==> src/rtl/exc_ctl_pkg.sv <==
package exc_ctl_pkg;
  localparam int WORD_W = 32;
  localparam int CODE_W = 5;
  localparam int RNUM_W = 5;

  localparam logic [RNUM_W-1:0] REG_BADADDR = 5'd8;
  localparam logic [RNUM_W-1:0] REG_STATUS  = 5'd12;
  localparam logic [RNUM_W-1:0] REG_CAUSE   = 5'd13;
  localparam logic [RNUM_W-1:0] REG_RETADDR = 5'd14;

  localparam logic [CODE_W-1:0] CODE_INTR  = 5'd0;
  localparam logic [CODE_W-1:0] CODE_LDADR = 5'd4;
  localparam logic [CODE_W-1:0] CODE_STADR = 5'd5;

  // strobes from the sequencer to the register datapath
  typedef struct packed {
    logic enter;
    logic isIrq;
    logic leave;
    logic loadBad;
    logic wrStatus;
    logic wrCause;
    logic wrRet;
  } excStrobe_t;
endpackage

==> src/rtl/exc_ctl_seq.sv <==
module exc_ctl_seq
  import exc_ctl_pkg::*;
#(
  parameter int NUM_IRQ = 8
) (
  input  logic                clk,
  input  logic                rstN,
  input  logic                excReq,
  input  logic [CODE_W-1:0]   excCode,
  input  logic                eretStrobe,
  input  logic                regWrEn,
  input  logic [RNUM_W-1:0]   regWrAddr,
  input  logic                statusIe,
  input  logic                statusExl,
  input  logic [NUM_IRQ-1:0]  pendMasked,
  output excStrobe_t          stb,
  output logic [CODE_W-1:0]   entryCode,
  output logic                redirectValid,
  output logic                eventsAllowed
);
  logic irqOk;
  logic quiet;

  always_comb begin
    irqOk         = statusIe && !statusExl && (|pendMasked);
    stb.leave     = eretStrobe && !excReq;
    stb.enter     = excReq || (irqOk && !eretStrobe);
    stb.isIrq     = stb.enter && !excReq;
    stb.loadBad   = excReq && (excCode == CODE_LDADR || excCode == CODE_STADR);
    quiet         = regWrEn && !stb.enter && !stb.leave;
    stb.wrStatus  = quiet && (regWrAddr == REG_STATUS);
    stb.wrCause   = quiet && (regWrAddr == REG_CAUSE);
    stb.wrRet     = quiet && (regWrAddr == REG_RETADDR);
    entryCode     = excReq ? excCode : CODE_INTR;
    redirectValid = stb.enter || stb.leave;
    eventsAllowed = statusIe && !statusExl;
  end


  enter_leave_excl_chk: assert property (@(posedge clk) disable iff (!rstN)
    $onehot0({stb.enter, stb.leave}));


  irq_gate_chk: assert property (@(posedge clk) disable iff (!rstN)
    (stb.enter && !excReq) |-> (statusIe && !statusExl));


  write_drop_chk: assert property (@(posedge clk) disable iff (!rstN)
    redirectValid |-> !(stb.wrStatus || stb.wrCause || stb.wrRet));
endmodule

==> src/rtl/exc_ctl_path.sv <==
module exc_ctl_path
  import exc_ctl_pkg::*;
#(
  parameter int                 NUM_IRQ    = 8,
  parameter logic [WORD_W-1:0]  HANDLER_PC = 32'h8000_0180
) (
  input  logic                clk,
  input  logic                rstN,
  input  excStrobe_t          stb,
  input  logic [CODE_W-1:0]   entryCode,
  input  logic [WORD_W-1:0]   excPc,
  input  logic [WORD_W-1:0]   excDataAddr,
  input  logic                excInDelay,
  input  logic [NUM_IRQ-1:0]  irqLines,
  input  logic [RNUM_W-1:0]   regRdAddr,
  output logic [WORD_W-1:0]   regRdData,
  input  logic [WORD_W-1:0]   regWrData,
  output logic [WORD_W-1:0]   redirectPc,
  output logic                statusIe,
  output logic                statusExl,
  output logic [NUM_IRQ-1:0]  pendMasked
);
  localparam int IRQ_LO = 8;

  logic [WORD_W-1:0]  badQ, retQ;
  logic [NUM_IRQ-1:0] maskQ, pendQ;
  logic               kuQ, exlQ, ieQ, bdQ;
  logic [CODE_W-1:0]  codeQ;
  logic [WORD_W-1:0]  statusW, causeW;

  always_ff @(posedge clk) begin
    if (!rstN) begin
      badQ  <= '0;
      retQ  <= '0;
      maskQ <= '0;
      pendQ <= '0;
      kuQ   <= 1'b0;
      exlQ  <= 1'b0;
      ieQ   <= 1'b0;
      bdQ   <= 1'b0;
      codeQ <= '0;
    end else begin
      pendQ <= irqLines;
      if (stb.enter) begin
        exlQ  <= 1'b1;
        codeQ <= entryCode;
        bdQ   <= excInDelay;
        retQ  <= excPc;
        if (stb.loadBad) badQ <= excDataAddr;
      end else if (stb.leave) begin
        exlQ <= 1'b0;
      end else begin
        if (stb.wrStatus) begin
          maskQ <= regWrData[IRQ_LO +: NUM_IRQ];
          kuQ   <= regWrData[4];
          exlQ  <= regWrData[1];
          ieQ   <= regWrData[0];
        end
        if (stb.wrCause) begin
          bdQ   <= regWrData[31];
          codeQ <= regWrData[6:2];
        end
        if (stb.wrRet) retQ <= regWrData;
      end
    end
  end

  always_comb begin
    statusW = '0;
    statusW[IRQ_LO +: NUM_IRQ] = maskQ;
    statusW[4] = kuQ;
    statusW[1] = exlQ;
    statusW[0] = ieQ;
    causeW = '0;
    causeW[31] = bdQ;
    causeW[IRQ_LO +: NUM_IRQ] = pendQ;
    causeW[6:2] = codeQ;
    case (regRdAddr)
      REG_BADADDR: regRdData = badQ;
      REG_STATUS:  regRdData = statusW;
      REG_CAUSE:   regRdData = causeW;
      REG_RETADDR: regRdData = retQ;
      default:     regRdData = '0;
    endcase
    redirectPc = stb.enter ? HANDLER_PC : retQ;
    statusIe   = ieQ;
    statusExl  = exlQ;
    pendMasked = pendQ & maskQ;
  end


  entry_sets_exl_chk: assert property (@(posedge clk) disable iff (!rstN)
    stb.enter |=> exlQ);


  entry_target_chk: assert property (@(posedge clk) disable iff (!rstN)
    stb.enter |-> redirectPc == HANDLER_PC);


  leave_clears_exl_chk: assert property (@(posedge clk) disable iff (!rstN)
    stb.leave |=> !exlQ);


  badaddr_hold_chk: assert property (@(posedge clk) disable iff (!rstN)
    !stb.loadBad |=> $stable(badQ));
endmodule

==> src/rtl/exc_ctl_top.sv <==
module exc_ctl_top
  import exc_ctl_pkg::*;
#(
  parameter int                 NUM_IRQ    = 8,
  parameter logic [WORD_W-1:0]  HANDLER_PC = 32'h8000_0180
) (
  input  logic               clk,
  input  logic               rstN,
  input  logic               excReq,
  input  logic [4:0]         excCode,
  input  logic [31:0]        excPc,
  input  logic [31:0]        excDataAddr,
  input  logic               excInDelay,
  input  logic [NUM_IRQ-1:0] irqLines,
  input  logic               eretStrobe,
  input  logic [4:0]         regRdAddr,
  output logic [31:0]        regRdData,
  input  logic               regWrEn,
  input  logic [4:0]         regWrAddr,
  input  logic [31:0]        regWrData,
  output logic               redirectValid,
  output logic [31:0]        redirectPc,
  output logic               eventsAllowed
);
  excStrobe_t         stb;
  logic [CODE_W-1:0]  entryCode;
  logic               statusIe, statusExl;
  logic [NUM_IRQ-1:0] pendMasked;

  exc_ctl_seq #(.NUM_IRQ(NUM_IRQ)) uSeq (
    .clk(clk), .rstN(rstN), .excReq(excReq), .excCode(excCode),
    .eretStrobe(eretStrobe), .regWrEn(regWrEn), .regWrAddr(regWrAddr),
    .statusIe(statusIe), .statusExl(statusExl), .pendMasked(pendMasked),
    .stb(stb), .entryCode(entryCode), .redirectValid(redirectValid),
    .eventsAllowed(eventsAllowed)
  );

  exc_ctl_path #(.NUM_IRQ(NUM_IRQ), .HANDLER_PC(HANDLER_PC)) uPath (
    .clk(clk), .rstN(rstN), .stb(stb), .entryCode(entryCode),
    .excPc(excPc), .excDataAddr(excDataAddr), .excInDelay(excInDelay),
    .irqLines(irqLines), .regRdAddr(regRdAddr), .regRdData(regRdData),
    .regWrData(regWrData), .redirectPc(redirectPc),
    .statusIe(statusIe), .statusExl(statusExl), .pendMasked(pendMasked)
  );
endmodule

==> config.mk <==
export PLATFORM = sky130hd
export DESIGN_NAME = exc_ctl_top
export DESIGN_NICKNAME = d
export VERILOG_FILES = /design/src/rtl/exc_ctl_pkg.sv /design/src/rtl/exc_ctl_seq.sv /design/src/rtl/exc_ctl_path.sv /design/src/rtl/exc_ctl_top.sv
export SDC_FILE = /design/constraint.sdc
export NUM_CORES = 1
export LEC_CHECK = 0
export ABC_AREA = 1
export BUFFER_PORTS_ARGS = -buffer_cell sky130_fd_sc_hd__buf_4
export CORE_ASPECT_RATIO = 0.5
export CORE_MARGIN = 1.5
export CORE_UTILIZATION = 35
export DETAILED_ROUTE_END_ITERATION = 8
export SLEW_MARGIN = 20
export SYNTH_ARGS = -nofsm -noshare
export SYNTH_HDL_FRONTEND = slang
export SYNTH_SLANG_ARGS = --single-unit
==> constraint.sdc <==
create_clock -name clk -period 3.15 [get_ports clk]
set_input_delay 0.945 -clock clk [delete_from_list [all_inputs] [get_ports clk]]
set_output_delay 0.945 -clock clk [all_outputs]
set_load 0.01 [all_outputs]
Yosys cells after proc, flatten, opt, wreduce, memory -nomap -nowiden
Index checks and enable logic that the tools add are counted.

word-level totals
  flip-flop bits (word level) = 89
  input bits = 125
  memory bits (read-only) = 0
  bits in writable memories = 0
  output and inout bits = 66
  bits in latches = 0
  memories = 0
  word-level logic and storage cells = 63

operators by class
  divide/modulo/power cells = 0
  order comparisons = 0
  bitwise gates (word level) = 3
  $add $sub $neg = 0
  multipliers = 0
  shifts and indexed selects = 0
  muxes and demuxes = 15
  reductions and logical operators = 26
  equal/unequal tests = 10

operator list
  cell                number
  $mux 32             4
  $pmux 32 s4         1
  $eq 5x4->1 const B  7
  $mux 5              4
  $eq 5x3->1 const B  2
  $logic_and 1x1->1   10
  $and 8x8->8         1
  $reduce_or 8->1     1
  $mux 1              6
  $reduce_and 2->1    3
  $logic_not 1->1     5
  $reduce_bool 2->1   2
  $logic_or 1x1->1    3
  $reduce_and 3->1    1
  $reduce_bool 3->1   1
  $ne 2x1->1 const B  1
  $not 1->1           2

Depth between registers and ports, before layout
  depth in word-level cells = 12
  gate-level depth with buffers = 13
  mapped depth without buffers = 12

Cells and area by module
From an unflattened synthesis, not the netlist that was laid out.

second synthesis, totals
  cell total of the unflattened synthesis = 761
  area, all modules = 4809.6 µm²

modules (own cells, without submodules)
  module        seq. area each (µm²)  cells each  instances  area each (µm²)
  exc_ctl_path  1781.7                721         1          4629.4
  exc_ctl_seq   0.0                   40          1          180.2

Worst setup path before layout
OpenSTA, ideal clock, no wires.

  path kind = in2out
  start point = input regRdAddr[4]
  end point = output regRdData[9]
  path buffers = 1
  required time = 2205 ps
  stages on the path = 6
  arrival time = 2084 ps
  setup slack = 121 ps
  cell sequence = nor2_1 nand2_1 nor3_2 inv_1 buf_2 o21ai_0

on the way
  word-level cells in the longest chain between the ends = 2
  elaborated cells on any way between the ends = 5
  classes of those cells = 4 x eq/ne; 1 x mux

RTL lines
  item                RTL line            source
  start: declaration  exc_ctl_top.sv:16   input logic [4:0] regRdAddr,
  $eq 5x4->1          exc_ctl_path.sv:78  case (regRdAddr)
  $pmux 32 s4 (*)     exc_ctl_path.sv:78
  end: declaration    exc_ctl_top.sv:17   output logic [31:0] regRdData,

Mark *: on every way between the ends. The rest lies on a longest branch, timed or not.

Worst setup path in the final report
  start point = input regRdAddr[4]
  end point = output regRdData[1]

The elaborated chain is that of the path after synthesis.

==> impl_metrics.ini <==
[synth]
yosysSeqAreaShare_pct = 37.3
ys_top_cells_by_count = nand2_1, nor2_1, inv_1, dfxtp_1, nand3_1
synth_fa_ha_area_share_pct = 0
synth_top_cells_by_area = dfxtp_1, nand2_1, nor2_1
synth_edf_count = 0
synth_flop_cell = dfxtp_1
synth_compound_area_share_pct = 13.0
synth_top_area_share_pct = 37.3
yosys_warnings = 0
synth_top_family_by_area = simple AND/OR/NAND/NOR gates
syn_area_per_cell_um2 = 6.20
yosysMostFrequentCell = nand2_1
synth_nets = 896
yosys.area.top_type = dfxtp_1
ys_seq_elements = 89
synth_xor_area_share_pct = 0
synthArstFlopShare_pct = 0
synthSimpleGateAreaFrac_pct = 35.0
synthesis.area_um2 = 4780
synth_cell_types = 30
synthMuxAreaShare_pct = 0
synthCells = 771

[cts]
clock_latency_ns = 0.34
clockRootBuffer = clkbuf_16
cts_tree = yes
clkTransAtPathRegs_ns = 0.06
cts-htree-levels = 3
numCtsBuffers = 9
post_cts_buffers = 0
cts_hold_buffers = 0
cts_max_path_buffers = 2
cts_sinks = 89
ctsResizeCount = 0

[setup_path]
r2r_end = uPath.maskQ[5]
reg2reg_slack_ns = 1.00
regToRegStartpoint = uPath.maskQ[5]
crit_fanout = 10
max_stage_delay_ns = 0.24
end_kind = output pin
startpoint_type = input port
crit_arrival_ns = 2.10
worst_ep_required_time_ns = 2.20
worstRegToRegCells = 10
path_cells = buf_4 > nor2_1 > nand2_1 > nor3_2 > inv_1 > buf_4 > o221ai_1 > buf_4
slowest_stage = o221ai_1
crit_top_cell = buf_4
criticalPathCategory = in -> out

[place]
place_area_um2 = 6350
hpwlAfterDp_um = 11300
placedCellCount = 1106
portBuffers = 190
dp_slack_ns = 0.110
gp_congestion = 0.818

[global_route]
grt_max_degree = 90
grt_pass1_wl_um = 23500
antenna_found_initial = 0
grt_pass1_vias = 5005
grt-ovfl-total = 0
grt_usage_pct = 20.4

[min_path]
hp-start = uPath.badQ[11]
min_to = uPath.badQ[11]
hold_depth = 2
hp-class = reg -> reg

[timing]
hold_viol_final = 0
finalCritPeriodShare_pct = 96.7
rsz0062_at_grt = false
final_max_slew_viol_count = 0
holdWs_ns = 0.445
setup_violations = 0
tightest_slew_ns = 0.845
max_freq_ghz = 0.328
finalWorstSetupSlack_ns = 0.103
fin_setup_tns_ns = 0
min_period_ns = 3.05
fin_skew_ns = 0.00554
slew_headroom_pct = 43.6

[routing]
wl_per_cell_um = 13.1
vias = 5274
drt-initial-drc-count = 272
wirelength_um = 14700
route.detailed.drc = 0
first_pass_iters = 5
drtAntennaViolNets = 0
viasPerCell = 4.70

[status]
outcome = completed

[final_layout]
n_antenna_cell = 0
fill_cells = 1429
fin_area_um2 = 6650
fin_nets = 1073
layoutNonFillerInstCount = 1121
area_growth_syn_to_layout_pct = 39.0
drive_above_1_share_pct = 24.5

[die]
initial_core_util_pct = 36.8
pin_count = 191
fp-row-count = 29
coreArea_um2 = 13000
fp.dieW_um = 168
dieArea_um2 = 14400
fp.dieH_um = 85.6

[run]
drv_cap = 0

[pwr]
power.leakage_nw = 3.42
max-vdd-ir-drop_uv = 207
power_density_nw_per_um2 = 408
[placed cells by master (no fill, tap or decap)]
cell and count:
o211ai_1 1, clkbuf_8 1, clkbuf_1 1, o31ai_1 1, o22ai_1 16, nand4_1 1, nor3_2 3, o221ai_1 7
a221oi_1 1, buf_4 206, nor2_1 134, o31ai_4 1, a21oi_1 33, nand2_4 2, nand3_2 1, inv_4 1
nand2_1 222, bufinv_16 1, clkbuf_16 9, buf_12 2, inv_2 1, clkinv_1 1, buf_6 1, or4_2 1
inv_1 122, nor2_2 1, o21ai_1 20, dfxtp_1 89, clkinvlp_4 1, o2111ai_1 9, clkinv_2 1, nand3b_1 10
o21ai_0 14, nand3_1 36
[kinds of logic after synthesis]
group / after synthesis
buffers and inverters: 168
flip-flops: 89
AND/OR/NAND/NOR: 411
AO/OA/AOI/OAI: 103
[per-layer routing]
metal / part of all wire (%) / vias to the layer above / wire length (µm) / global-route usage (%)
met5: 0 / - / 0 / 0
met4: 1.0 / 0 / 153 / 4.30
met3: 5.3 / 13 / 782 / 4.85
met2: 49 / 131 / 7160 / 37.8
met1: 45 / 2404 / 6590 / 24.2
li1: - / 2726 / - / -
[state kept, by name (all words and copies together), names as in the netlist]
register / flops
uPath.kuQ: 1
uPath.pendQ: 8
uPath.bdQ: 1
uPath.codeQ: 5
uPath.badQ: 32
uPath.statusIe: 1
uPath.statusExl: 1
uPath.maskQ: 8
uPath.retQ: 32
[where the power goes]
part           leakage (nW)  internal [W]  total (W)  switching, W
registers             0.730       0.00118    0.00120     0.0000254
clock network         0.137      0.000626    0.00104      0.000418
logic                  2.55      0.000225   0.000466      0.000241
total                  3.42       0.00203    0.00271      0.000685
[area by class of cell]
cell class / instances / area, µm² / share of cell area [%]
repair buffers: 209 / 1600 / 24.0
clock inverters: 3 / 42.5 / 0.640
inverters: 125 / 472 / 7.10
multi-input cells: 514 / 2300 / 34.6
clock buffers: 11 / 243 / 3.65
flip-flops and latches: 89 / 1780 / 26.8
well taps: 170 / 213 / 3.20
[critical path: cells and delay by family]
kind	cells	cell delay [ns]
compound gates	1	0.24
buf+inv	4	0.55
simple gates	3	0.36
[worst max path at each step]
stage | start | endpoint | slack, ns | depth (start not counted)
floorplan | regRdAddr[4] | regRdData[9] | 0.12 | 6
global placement | regRdAddr[4] | regRdData[1] | 0.15 | 8
detailed placement | regRdAddr[3] | regRdData[9] | 0.11 | 8
CTS | regRdAddr[3] | regRdData[9] | 0.11 | 8
global route | regRdAddr[4] | regRdData[31] | 0.02 | 8
finish | regRdAddr[4] | regRdData[1] | 0.10 | 8
[stage by stage]
stage               power, W  utilization (%)
finish               0.00271             51.2
floorplan            0.00147                -
global placement     0.00169             48.9
detailed placement   0.00170             48.9
global route         0.00284             51.2
CTS                  0.00274             51.1
(Power assumes the default switching activity.)
